### src/rtl/rfsp_pkg.sv
package rfsp_pkg;

    localparam int ADDR_W   = 4;
    localparam int DATA_W   = 12;
    localparam int FRAME_W  = ADDR_W + DATA_W;
    localparam int CHAN_W   = 5;
    localparam int MAX_CHAN = 14;
    localparam int CH_BASE  = 12;
    localparam int CH_STEP  = 5;
    localparam int CH_TOP   = 84;
    localparam int INIT_LEN = 6;
    localparam int IDX_W    = $clog2(INIT_LEN);

    typedef enum logic [1:0] {
        OP_WRITE = 2'd0,
        OP_CHAN  = 2'd1,
        OP_INIT  = 2'd2,
        OP_SHUT  = 2'd3
    } op_e;

    function automatic logic [FRAME_W-1:0] pick_frame(
        input op_e                op,
        input logic [IDX_W-1:0]   idx,
        input logic [ADDR_W-1:0]  addr,
        input logic [DATA_W-1:0]  data,
        input logic [DATA_W-1:0]  divv
    );
        logic [FRAME_W-1:0] f;
        f = '0;
        case (op)
            OP_WRITE: f = {addr, data};
            OP_CHAN:  f = {4'd3, divv};
            OP_SHUT:  f = {4'd1, 12'h000};
            OP_INIT: begin
                case (idx)
                    3'd0:    f = {4'd0, 12'h007};
                    3'd1:    f = {4'd1, 12'h01E};
                    3'd2:    f = {4'd2, 12'h001};
                    3'd3:    f = {4'd3, divv};
                    3'd4:    f = {4'd4, 12'h313};
                    default: f = {4'd5, 12'h00F};
                endcase
            end
            default: f = '0;
        endcase
        return f;
    endfunction

endpackage

### src/rtl/rfsp_chan_lut.sv
module rfsp_chan_lut
    import rfsp_pkg::*;
(
    input  logic [CHAN_W-1:0] chan,
    output logic [DATA_W-1:0] divv,
    output logic              chan_ok
);
    logic [DATA_W-1:0] stepped;

    assign stepped = DATA_W'(CH_BASE) + DATA_W'(CH_STEP) * (DATA_W'(chan) - DATA_W'(1));
    assign chan_ok = (chan <= CHAN_W'(MAX_CHAN));

    always_comb begin
        if (chan == '0)
            divv = '0;
        else if (chan < CHAN_W'(MAX_CHAN))
            divv = stepped;
        else if (chan == CHAN_W'(MAX_CHAN))
            divv = DATA_W'(CH_TOP);
        else
            divv = '0;
    end
endmodule

### src/rtl/rfsp_shifter.sv
module rfsp_shifter
    import rfsp_pkg::*;
#(
    parameter int CLK_DIV      = 2,
    parameter int SETTLE_UNITS = 3
) (
    input  logic               clk,
    input  logic               rst_n,
    input  logic               start,
    input  logic [FRAME_W-1:0] frame,
    output logic               sclk,
    output logic               sdata,
    output logic               sen,
    output logic               fin
);
    localparam int LOW_CYC  = 2 * CLK_DIV;
    localparam int HIGH_CYC = CLK_DIV;
    localparam int SET_CYC  = SETTLE_UNITS * CLK_DIV;
    localparam int CNT_W    = $clog2(LOW_CYC + SET_CYC + 1);
    localparam int BIT_W    = $clog2(FRAME_W);

    typedef enum logic [2:0] {
        SH_IDLE, SH_SETUP, SH_HIGH, SH_HOLD, LAT_SETUP, LAT_HIGH, LAT_SETTLE
    } sh_e;

    sh_e                st, nxt;
    logic [CNT_W-1:0]   cnt, reload;
    logic [BIT_W-1:0]   bitn;
    logic [FRAME_W-1:0] shreg;
    logic               expd;

    assign expd = (cnt == '0);

    always_comb begin
        nxt = st;
        unique case (st)
            SH_IDLE:    if (start) nxt = SH_SETUP;
            SH_SETUP:   if (expd)  nxt = SH_HIGH;
            SH_HIGH:    if (expd)  nxt = SH_HOLD;
            SH_HOLD:    if (expd)  nxt = (bitn == '0) ? LAT_SETUP : SH_SETUP;
            LAT_SETUP:  if (expd)  nxt = LAT_HIGH;
            LAT_HIGH:   if (expd)  nxt = LAT_SETTLE;
            LAT_SETTLE: if (expd)  nxt = SH_IDLE;
            default:               nxt = SH_IDLE;
        endcase
    end

    always_comb begin
        unique case (nxt)
            SH_SETUP, SH_HOLD, LAT_SETUP: reload = CNT_W'(LOW_CYC - 1);
            SH_HIGH, LAT_HIGH:            reload = CNT_W'(HIGH_CYC - 1);
            LAT_SETTLE:                   reload = CNT_W'(SET_CYC - 1);
            default:                      reload = '0;
        endcase
    end

    always_ff @(posedge clk or negedge rst_n) begin
        if (!rst_n) begin
            st    <= SH_IDLE;
            cnt   <= '0;
            bitn  <= '0;
            shreg <= '0;
        end else begin
            st <= nxt;
            if (nxt != st)
                cnt <= reload;
            else if (!expd)
                cnt <= cnt - 1'b1;
            if (st == SH_IDLE && start) begin
                shreg <= frame;
                bitn  <= BIT_W'(FRAME_W - 1);
            end else if (st == SH_HOLD && expd && bitn != '0) begin
                shreg <= {shreg[FRAME_W-2:0], 1'b0};
                bitn  <= bitn - 1'b1;
            end
        end
    end

    always_comb begin
        sclk  = (st == SH_HIGH) || (st == LAT_HIGH);
        sen   = (st == LAT_SETUP) || (st == LAT_HIGH) || (st == LAT_SETTLE);
        sdata = shreg[FRAME_W-1];
        fin   = (st == LAT_SETTLE) && expd;
    end
endmodule

### src/rtl/rf_serial_prog.sv
module rf_serial_prog
    import rfsp_pkg::*;
#(
    parameter int CLK_DIV      = 2,
    parameter int SETTLE_UNITS = 3
) (
    input  logic              clk,
    input  logic              rst_n,
    input  logic              cmd_valid,
    input  logic [1:0]        cmd_op,
    input  logic [ADDR_W-1:0] cmd_addr,
    input  logic [DATA_W-1:0] cmd_data,
    input  logic [CHAN_W-1:0] cmd_chan,
    output logic              rf_sclk,
    output logic              rf_sdata,
    output logic              rf_sen,
    output logic              busy,
    output logic              done,
    output logic              err
);
    typedef enum logic [1:0] {Q_IDLE, Q_LAUNCH, Q_WAIT} q_e;

    q_e                 st, nxt;
    op_e                op_q, op_in;
    logic [ADDR_W-1:0]  addr_q;
    logic [DATA_W-1:0]  data_q, div_q, lut_div;
    logic [IDX_W-1:0]   idx_q, last_idx;
    logic               lut_ok, reject, accept, fin, last_hit;
    logic               done_q, err_q;
    logic [FRAME_W-1:0] frame;

    assign op_in    = op_e'(cmd_op);
    assign reject   = (op_in == OP_CHAN || op_in == OP_INIT) && !lut_ok;
    assign accept   = (st == Q_IDLE) && cmd_valid && !reject;
    assign last_idx = (op_q == OP_INIT) ? IDX_W'(INIT_LEN - 1) : '0;
    assign last_hit = (idx_q == last_idx);
    assign frame    = pick_frame(op_q, idx_q, addr_q, data_q, div_q);

    rfsp_chan_lut u_lut (
        .chan    (cmd_chan),
        .divv    (lut_div),
        .chan_ok (lut_ok)
    );

    rfsp_shifter #(
        .CLK_DIV      (CLK_DIV),
        .SETTLE_UNITS (SETTLE_UNITS)
    ) u_shift (
        .clk   (clk),
        .rst_n (rst_n),
        .start (st == Q_LAUNCH),
        .frame (frame),
        .sclk  (rf_sclk),
        .sdata (rf_sdata),
        .sen   (rf_sen),
        .fin   (fin)
    );

    always_comb begin
        nxt = st;
        unique case (st)
            Q_IDLE:   if (accept) nxt = Q_LAUNCH;
            Q_LAUNCH: nxt = Q_WAIT;
            Q_WAIT:   if (fin) nxt = last_hit ? Q_IDLE : Q_LAUNCH;
            default:  nxt = Q_IDLE;
        endcase
    end

    always_ff @(posedge clk or negedge rst_n) begin
        if (!rst_n) begin
            st     <= Q_IDLE;
            op_q   <= OP_WRITE;
            addr_q <= '0;
            data_q <= '0;
            div_q  <= '0;
            idx_q  <= '0;
            done_q <= 1'b0;
            err_q  <= 1'b0;
        end else begin
            st     <= nxt;
            done_q <= (st == Q_WAIT) && fin && last_hit;
            err_q  <= (st == Q_IDLE) && cmd_valid && reject;
            if (accept) begin
                op_q   <= op_in;
                addr_q <= cmd_addr;
                data_q <= cmd_data;
                div_q  <= lut_div;
                idx_q  <= '0;
            end else if (st == Q_WAIT && fin && !last_hit) begin
                idx_q  <= idx_q + 1'b1;
            end
        end
    end

    always_comb begin
        busy = (st != Q_IDLE);
        done = done_q;
        err  = err_q;
    end
endmodule

### config.mk
export PLATFORM = sky130hd
export DESIGN_NAME = rf_serial_prog
export DESIGN_NICKNAME = d
export VERILOG_FILES = /design/src/rtl/rfsp_pkg.sv /design/src/rtl/rfsp_chan_lut.sv /design/src/rtl/rfsp_shifter.sv /design/src/rtl/rf_serial_prog.sv
export SDC_FILE = /design/constraint.sdc
export NUM_CORES = 1
export LEC_CHECK = 0
export BUFFER_PORTS_ARGS = -buffer_cell sky130_fd_sc_hd__buf_2
export CORE_AREA = 2 2 91 93
export DETAILED_ROUTE_END_ITERATION = 8
export DIE_AREA = 0 0 93 95
export PLACE_DENSITY = 0.68
export SYNTH_ARGS = -nofsm -noshare
export SYNTH_HDL_FRONTEND = slang
export SYNTH_SLANG_ARGS = --single-unit
### constraint.sdc
create_clock -name clk -period 5.5 [get_ports clk]
set_input_delay 0.825 -clock clk [delete_from_list [all_inputs] [get_ports clk]]
set_output_delay 0.825 -clock clk [all_outputs]
set_load 0.005 [all_outputs]
==> qor.yml, run 1 <==
power_and_ir_drop:
  power_mw: 1.057
  p_per_area_mw_per_mm2: 246.0
  leakage_nw: 2.022
  peakVddDrop_v: 0.0001157
route:
  drc: 0
  detail_route.vias_per_cell: 5.621
  drtAntennaViolNets: 0
  postRouteWirelength_um: 8053
  drt_iter0_markers: 177
  firstDrtPassIters: 4
  num_vias: 3013
  wire_per_inst_um: 15.02
synth:
  netlist_area_sq_mm: 0.003870
  synth_edf_count: 0
  synth-main-ff-cell: "dfrtp_1"
  yosysTopAreaCell: "dfrtp_1"
  yosys_warnings: 0
  yosysSeqAreaShare: 0.4138
  async_reset_ff_frac: 1.000
  ys_seq_elements: 64
  synth.distinct_cells: 62
  post-synth-top-count-cell: "dfrtp_1"
  synth.net_count: 452
  ys_top_cells_by_count: "dfrtp_1 (64), nand2_1 (36), nor2_1 (29), a21oi_1 (28), o21ai_0 (24)"
  syn_avg_cell_area_sq_um: 9.555
  synthTopCellsByArea: "dfrtp_1 (41%), ha_1 (6.5%), mux2_2 (5.2%)"
  syn_inst: 405
  synth.top_cell.area_share: 0.4138
worst_setup_path:
  arrival_ps: 3630
  r2r_slack_ps: 3060
  startpoint_type: "primary input"
  critical_path_required_ps: 5790
  reg2reg_to: "u_shift.shreg[5]$_DFFE_PN0P_"
  r2r_cells: 7
  critPathLaunch: "cmd_chan[1]"
  path_max_fanout: 7
  endpoint_kind: "flip-flop"
  critPathKind: "in -> reg"
  r2r_start: "u_shift.cnt[0]$_DFFE_PN0P_"
floorplanning:
  dieArea_sq_mm: 0.008835
  start_util: 0.4882
  coreArea_sq_mm: 0.007928
  die_w_um: 93
  io_pins: 32
  die_h_um: 95
  rows: 33
min_path:
  hold_depth: 2
  hold-path-endpoint: "u_shift.shreg[15]$_DFFE_PN0P_"
  hold_path.class: "reg -> reg"
  worstHoldStart: "u_shift.shreg[14]$_DFFE_PN0P_"
clock_network:
  clk_pin_slew_ps: 70
  cts.path.max_buffers: 2
  cts.sinks: 64
  ctsResizeCount: 0
  cts_tree: "done"
  root_buffer: "clkbuf_8"
  insertion_delay_ps: 350
  htreeDepth: 3
  numCtsBuffers: 9
  ctsHoldBuffers: 0
  post_cts_buffers: 0
timing:
  fin_skew_ps: 9.219
  finalHoldViolations: 0
  fmax_mhz: 299.2
  finalSetupViolations: 0
  whs_ps: 491.8
  min_period_over_period: 0.6078
  worstMarginPinSlew_ps: 877.9
  fin_setup_tns_ps: 0
  setup_ws_ps: 2157
  maxSlewViolCount: 0
  rsz0062_at_grt: "false"
  period_needed_ps: 3343
  relSlewSlack: 0.4147
global_route:
  grt_overflow_total: 0
  antenna_found_initial: 0
  grt_usage: 0.1998
  grt_max_degree: 65
  grt_pass1_wl_um: 13830
  grt_pass1_vias: 2905
finish:
  final_core_utilization: 0.5421
  drive_above_1_share: 0.1879
  insertedDiodeCount: 0
  fin_nets: 473
  syn2layout_area_growth_pct: 11.06
  fill_cells: 752
placed_design:
  dp_hpwl_um: 5706
  portBuffers: 31
  gp_congestion: 0.8508
  place_ws_ps: 1832
outcome:
  outcome: "finished clean"
job:
  max_cap_violations: 0
[area by class of cell]
class | count | area [sq um] | share of cell area
multi-input combinational | 294 | 2079 | 0.4838
sequential | 64 | 1602 | 0.3726
timing repair buffer | 35 | 185.2 | 0.04309
clock buffer | 14 | 182.7 | 0.04250
tap | 105 | 131.4 | 0.03057
inverter | 22 | 82.58 | 0.01921
clock inverter | 2 | 35.03 | 0.008151
[report_power, final]
part / internal (mW) / switching (mW) / leakage [nW]
registers: 0.490 / 0.0181 / 0.832
logic: 0.0535 / 0.0580 / 1.08
clock network: 0.258 / 0.179 / 0.113
total: 0.802 / 0.255 / 2.02
[worst max path at each step]
stage                            endpoint  slack, ps
finish               div_q[9]$_DFFE_PN0P_       2160
global route        div_q[11]$_DFFE_PN0P_       1990
CTS                  div_q[9]$_DFFE_PN0P_       2180
detailed placement   div_q[9]$_DFFE_PN0P_       1830
global placement    div_q[11]$_DFFE_PN0P_       1910
floorplan           div_q[11]$_DFFE_PN0P_       2090
[metrics by stage]
stage          std cells  instance area [sq um]
6_report             536                   4298
5_1_grt              536                   4298
4_1_cts              536                   4298
3_5_place_dp         520                   4080
3_3_place_gp         520                   4080
2_1_floorplan        405                   3870
[worst max-delay path: stages]
cell       delay (ps)
buf_2             140
nor2_1            180
nand2_1           100
or3_1             440
nor3b_1           340
o21ba_2           210
ha_1              290
ha_1              340
o21ai_0           100
nand2b_1          140
a2111oi_4         380
a21o_1            120
[state kept, by name, summed over array words and instances (netlist names)]
register and flops:
u_shift.st 3, addr_q 4, done 1, st 2, data_q 12, op_q 2, err 1, u_shift.shreg 16
u_shift.cnt 4, div_q 12, idx_q 3, u_shift.bitn 4
[routing by layer]
metal	up-vias	GRT usage	share of wire
met5	-	0	0
met4	0	0.06495	0.012
met3	9	0.04789	0.048
met2	76	0.3128	0.49
met1	1439	0.2744	0.45
li1	1489	-	-
[cell usage in the layout (no fill, tap or decap), drive strengths merged, types with 4 or more instances in the layout]
master  Yosys  final
clkbuf     14     14
mux2       18     18
nor3b       4      4
nor4        4      4
nor2       29     29
inv        22     22
mux2i      16     16
buf        11     35
nor2b       5      5
o211ai      6      6
nand2b      8      8
and2        4      4
ha         20     20
a21o        4      4
a21oi      28     28
dfrtp      64     64
xor2        4      4
nand2      36     36
nor3        6      6
a31oi       4      4
xnor2       8      8
o21ai      30     30
and3        6      6
nand3      10     10
[cell families after synthesis]
family / after synthesis / synth area share
compound gates: 103 / 0.1752
xor+xnor: 12 / 0.02716
fa+ha+maj: 21 / 0.06984
buf+inv: 47 / 0.04882
flops: 64 / 0.4138
mux: 34 / 0.09376
simple gates: 124 / 0.1714
(Power assumes the default switching activity.)
==> inputs of run 2 (changes only) <==
- ABC_AREA: unset -> 1
- CORE_AREA: 2 2 91 93 -> 2 2 90 92
- DIE_AREA: 0 0 93 95 -> 0 0 92 94
- clock period: 5.5 -> 3.2 ns (I/O delays scaled with it)
==> run 2 against run 1 <==
Net effect: synthesized cell count is 17% higher; total power is 43% higher; worst setup slack worse by 1900 ps; sequential share of layout area is 0.89 points higher; highest routed layer unchanged; area after synthesis is 2.8% lower; core utilization is 0.97 points higher; register-to-register slack worse by 1800 ps; critical path depth is 6 higher; largest cell class unchanged; sequential power is 59% higher; largest power group unchanged; flip-flop and latch count stayed put; via count is 4.5% higher.
==> qor.yml, run 2 <==
clock_network:
  post_cts_buffers: 0  # unchanged
  cts.sinks: 64  # unchanged
  cts.path.max_buffers: 2  # unchanged
  ctsResizeCount: 0  # unchanged
  insertion_delay_ps: 330  # was 350 ps
  cts_tree: "done"  # unchanged
  htreeDepth: 3  # unchanged
  clk_pin_slew_ps: 70  # about the same
  ctsHoldBuffers: 0  # unchanged
  numCtsBuffers: 9  # unchanged
  root_buffer: "clkbuf_8"  # unchanged
finish:
  layout_commonest_cell: "nand2_1"  # was dfrtp_1
  final_cells: 621  # was 536
  drive_above_1_share: 0.1599  # was 0.1879
  top_regs: "u_shift.shreg x16, data_q x12, div_q x12"  # unchanged
  insertedDiodeCount: 0  # unchanged
  largest_reg_flops: 16  # unchanged
  final_core_utilization: 0.5518  # was 0.5421
  fin_nets: 565  # was 473
  fill_cells: 732  # was 752
  final_cell_mix: "nand2_1 (136), dfrtp_1 (64), inv_1 (51)"  # was dfrtp_1 (64), nand2_1 (36), buf_2 (31)
  top_register: "u_shift.shreg"  # unchanged
  syn2layout_area_growth_pct: 11.65  # was 11.06%
floorplanning:
  rows: 32  # was 33
  start_util: 0.4942  # was 0.4882
  dieArea_sq_mm: 0.008648  # was 0.008835 sq mm
  die_w_um: 92  # was 93 um
  io_pins: 32  # unchanged
  die_h_um: 94  # was 95 um
  coreArea_sq_mm: 0.007607  # was 0.007928 sq mm
placed_design:
  post-place-cells: 609  # was 520
  dp_hpwl_um: 6087  # was 5706 um
  portBuffers: 31  # unchanged
  gp_congestion: 0.8809  # was 0.8508
  place_ws_ps: -112.8  # was 1832 ps
synth:
  yosysTopAreaCell: "dfrtp_1"  # unchanged
  synth-compound-area-share: 0.1488  # was 0.1752
  synth_mux_area_frac: 0  # was 0.09376
  ys_seq_elements: 64  # unchanged
  synth.distinct_cells: 41  # was 62
  synth_top_family_by_area: "simple AND/OR/NAND/NOR gates"  # was compound AO/OA/AOI/OAI gates
  synth_edf_count: 0  # unchanged
  syn_inst: 473  # was 405
  synthXorXnorAreaFrac: 0.01398  # was 0.02716
  synthTopCellsByArea: "dfrtp_1 (43%), nand2_1 (14%), ha_1 (6.7%)"  # was dfrtp_1 (41%), ha_1 (6.5%), mux2_2 (5.2%)
  synth.net_count: 520  # was 452
  synth_fa_ha_area_frac: 0.07188  # was 0.06984
  post-synth-top-count-cell: "nand2_1"  # was dfrtp_1
  ys_top_cells_by_count: "nand2_1 (136), dfrtp_1 (64), inv_1 (51), o21ai_0 (44), nor2_1 (39)"  # was dfrtp_1 (64), nand2_1 (36), nor2_1 (29), a21oi_1 (28), o21ai_0 (24)
  synth-main-ff-cell: "dfrtp_1"  # unchanged
  yosysSeqAreaShare: 0.4260  # was 0.4138
  synth.top_cell.area_share: 0.4260  # was 0.4138
  yosys_warnings: 0  # unchanged
  netlist_area_sq_mm: 0.003760  # was 0.003870 sq mm
  synth-simple-area-share: 0.2569  # was 0.1714
  async_reset_ff_frac: 1.000  # unchanged
  syn_avg_cell_area_sq_um: 7.949  # was 9.555 sq um
timing:
  finalSetupViolations: 0  # unchanged
  fin_skew_ps: 9.721  # was 9.219 ps
  worstMarginPinSlew_ps: 444.5  # was 877.9 ps
  fmax_mhz: 340.5
  maxSlewViolCount: 0  # unchanged
  setup_ws_ps: 262.9  # was 2157 ps
  finalHoldViolations: 0  # unchanged
  period_needed_ps: 2937
  rsz0062_at_grt: "false"  # unchanged
  relSlewSlack: 0.7032  # was 0.4147
  min_period_over_period: 0.9178
worst_setup_path:
  crit_slowest_cell: "fa_1"  # was or3_1
  arrival_ps: 3140  # was 3630 ps
  critPathKind: "in -> reg"  # unchanged
  r2r_cells: 8  # was 7
  cp.depth: 18  # was 12
  cp_num_buf_inv: 5  # was 1
  r2r_slack_ps: 1220  # was 3060 ps
  critPathLaunch: "cmd_chan[1]"  # unchanged
  path_max_fanout: 2  # was 7
  critical_path_required_ps: 3400  # was 5790 ps
  crit_top_cell: "inv_1"  # was ha_1
  critical_path.endpoint: "div_q[11]$_DFFE_PN0P_"  # was div_q[9]$_DFFE_PN0P_
  reg2reg_to: "u_shift.shreg[1]$_DFFE_PN0P_"  # was u_shift.shreg[5]$_DFFE_PN0P_
  endpoint_kind: "flip-flop"  # unchanged
  cp_top_family: "adder cells"  # was simple AND/OR/NAND/NOR gates
  startpoint_type: "primary input"  # unchanged
  cp_cell_sequence: "buf_2 -> inv_1 -> ha_1 -> inv_1 -> or2_2 -> nor2_1 -> inv_1 -> nand2_1 -> nand2_1 -> ha_1 -> ha_1 -> inv_1 -> fa_1 -> nor2_1 -> a211oi_1 -> or2_2 -> nand2_1 -> o21ai_0"  # was buf_2 -> nor2_1 -> nand2_1 -> or3_1 -> nor3b_1 -> o21ba_2 -> ha_1 -> ha_1 -> o21ai_0 -> nand2b_1 -> a2111oi_4 -> a21o_1
  critPathMaxStageDelay_ps: 430  # was 440 ps
  r2r_start: "u_shift.st[0]$_DFF_PN0_"  # was u_shift.cnt[0]$_DFFE_PN0P_
route:
  detail_route.vias_per_cell: 5.072  # was 5.621
  num_vias: 3150  # was 3013
  firstDrtPassIters: 4  # unchanged
  postRouteWirelength_um: 7994  # was 8053 um
  drc: 0  # unchanged
  drt_iter0_markers: 164  # was 177
  drtAntennaViolNets: 0  # unchanged
  wire_per_inst_um: 12.87  # was 15.02 um
global_route:
  grt_usage: 0.1998  # about the same
  grt_max_degree: 28  # was 65
  grt_pass1_wl_um: 13690  # was 13830 um
  antenna_found_initial: 0  # unchanged
  grt_pass1_vias: 3067  # was 2905
  grt_overflow_total: 0  # unchanged
power_and_ir_drop:
  peakVddDrop_v: 0.0001896  # was 0.0001157 V
  p_per_area_mw_per_mm2: 359.1  # was 246.0 mW/mm^2
  leakage_nw: 2.188  # was 2.022 nW
  power_mw: 1.507  # was 1.057 mW
outcome:
  outcome: "finished clean"  # unchanged
job:
  max_cap_violations: 0  # unchanged
min_path:
  hold_path.class: "in -> async"  # was reg -> reg
-- run 2: changes by cell type after synthesis, sizes merged, moves of 9 or more --
cell    previous run  this run
nand2             36       140
inv               22        58
o21ai             30        55
mux2              18         0
mux2i             16         0
clkbuf            14         0
nor2              29        43
nand3             10        20
a21oi             28        19
-- run 2: cells by family after synthesis --
logic type / Yosys count
AO/OA/AOI/OAI: 97
XOR/XNOR: 6
adder cells (fa/ha/maj): 21
buffers and inverters: 68
flip-flops: 64
AND/OR/NAND/NOR: 217
-- run 2: how the worst min path moves through the flow --
stage / to / slack [ps] / from
after global placement: u_shift.cnt[0]$_DFFE_PN0P_ / 430 / rst_n
after CTS: u_shift.cnt[0]$_DFFE_PN0P_ / 80 / rst_n
after detailed placement: u_shift.cnt[0]$_DFFE_PN0P_ / 450 / rst_n
final: u_shift.st[0]$_DFF_PN0_ / 70 / rst_n
after global routing: u_shift.cnt[0]$_DFFE_PN0P_ / 110 / rst_n
after floorplan: addr_q[0]$_DFFE_PN0P_ / 180 / rst_n
-- run 2: area by class of cell --
type / instances / area (sq um) / share of cell area
Multi-Input combinational cell: 341 / 1848 / 0.4402
Sequential cell: 64 / 1602 / 0.3815
Timing Repair Buffer: 44 / 252.7 / 0.06021
Inverter: 58 / 220.2 / 0.05246
Clock buffer: 10 / 137.6 / 0.03279
Tap cell: 102 / 127.6 / 0.03040
Clock inverter: 2 / 10.01 / 0.002384
-- run 2: per-stage QoR --
stage	hold slack, ps	instance area, sq um	setup TNS (ps)
2_1_floorplan	184.4	3760	0
3_3_place_gp	434.9	4050	-24.17
3_5_place_dp	448.4	4050	-354.3
4_1_cts	83.12	4198	0
5_1_grt	107.1	4198	0
6_report	73.34	4198	0
-- run 2: report_power, final --
group	internal, mW	switching, mW
combinational	0.0597	0.0777
sequential	0.809	0
clock	0.282	0.279
-- run 2: metal layers --
layer  wire (um)  track usage
met1        3808       0.2493
met2        3885       0.3517
met3         187      0.03210
met4         112      0.07214
met5           0            0
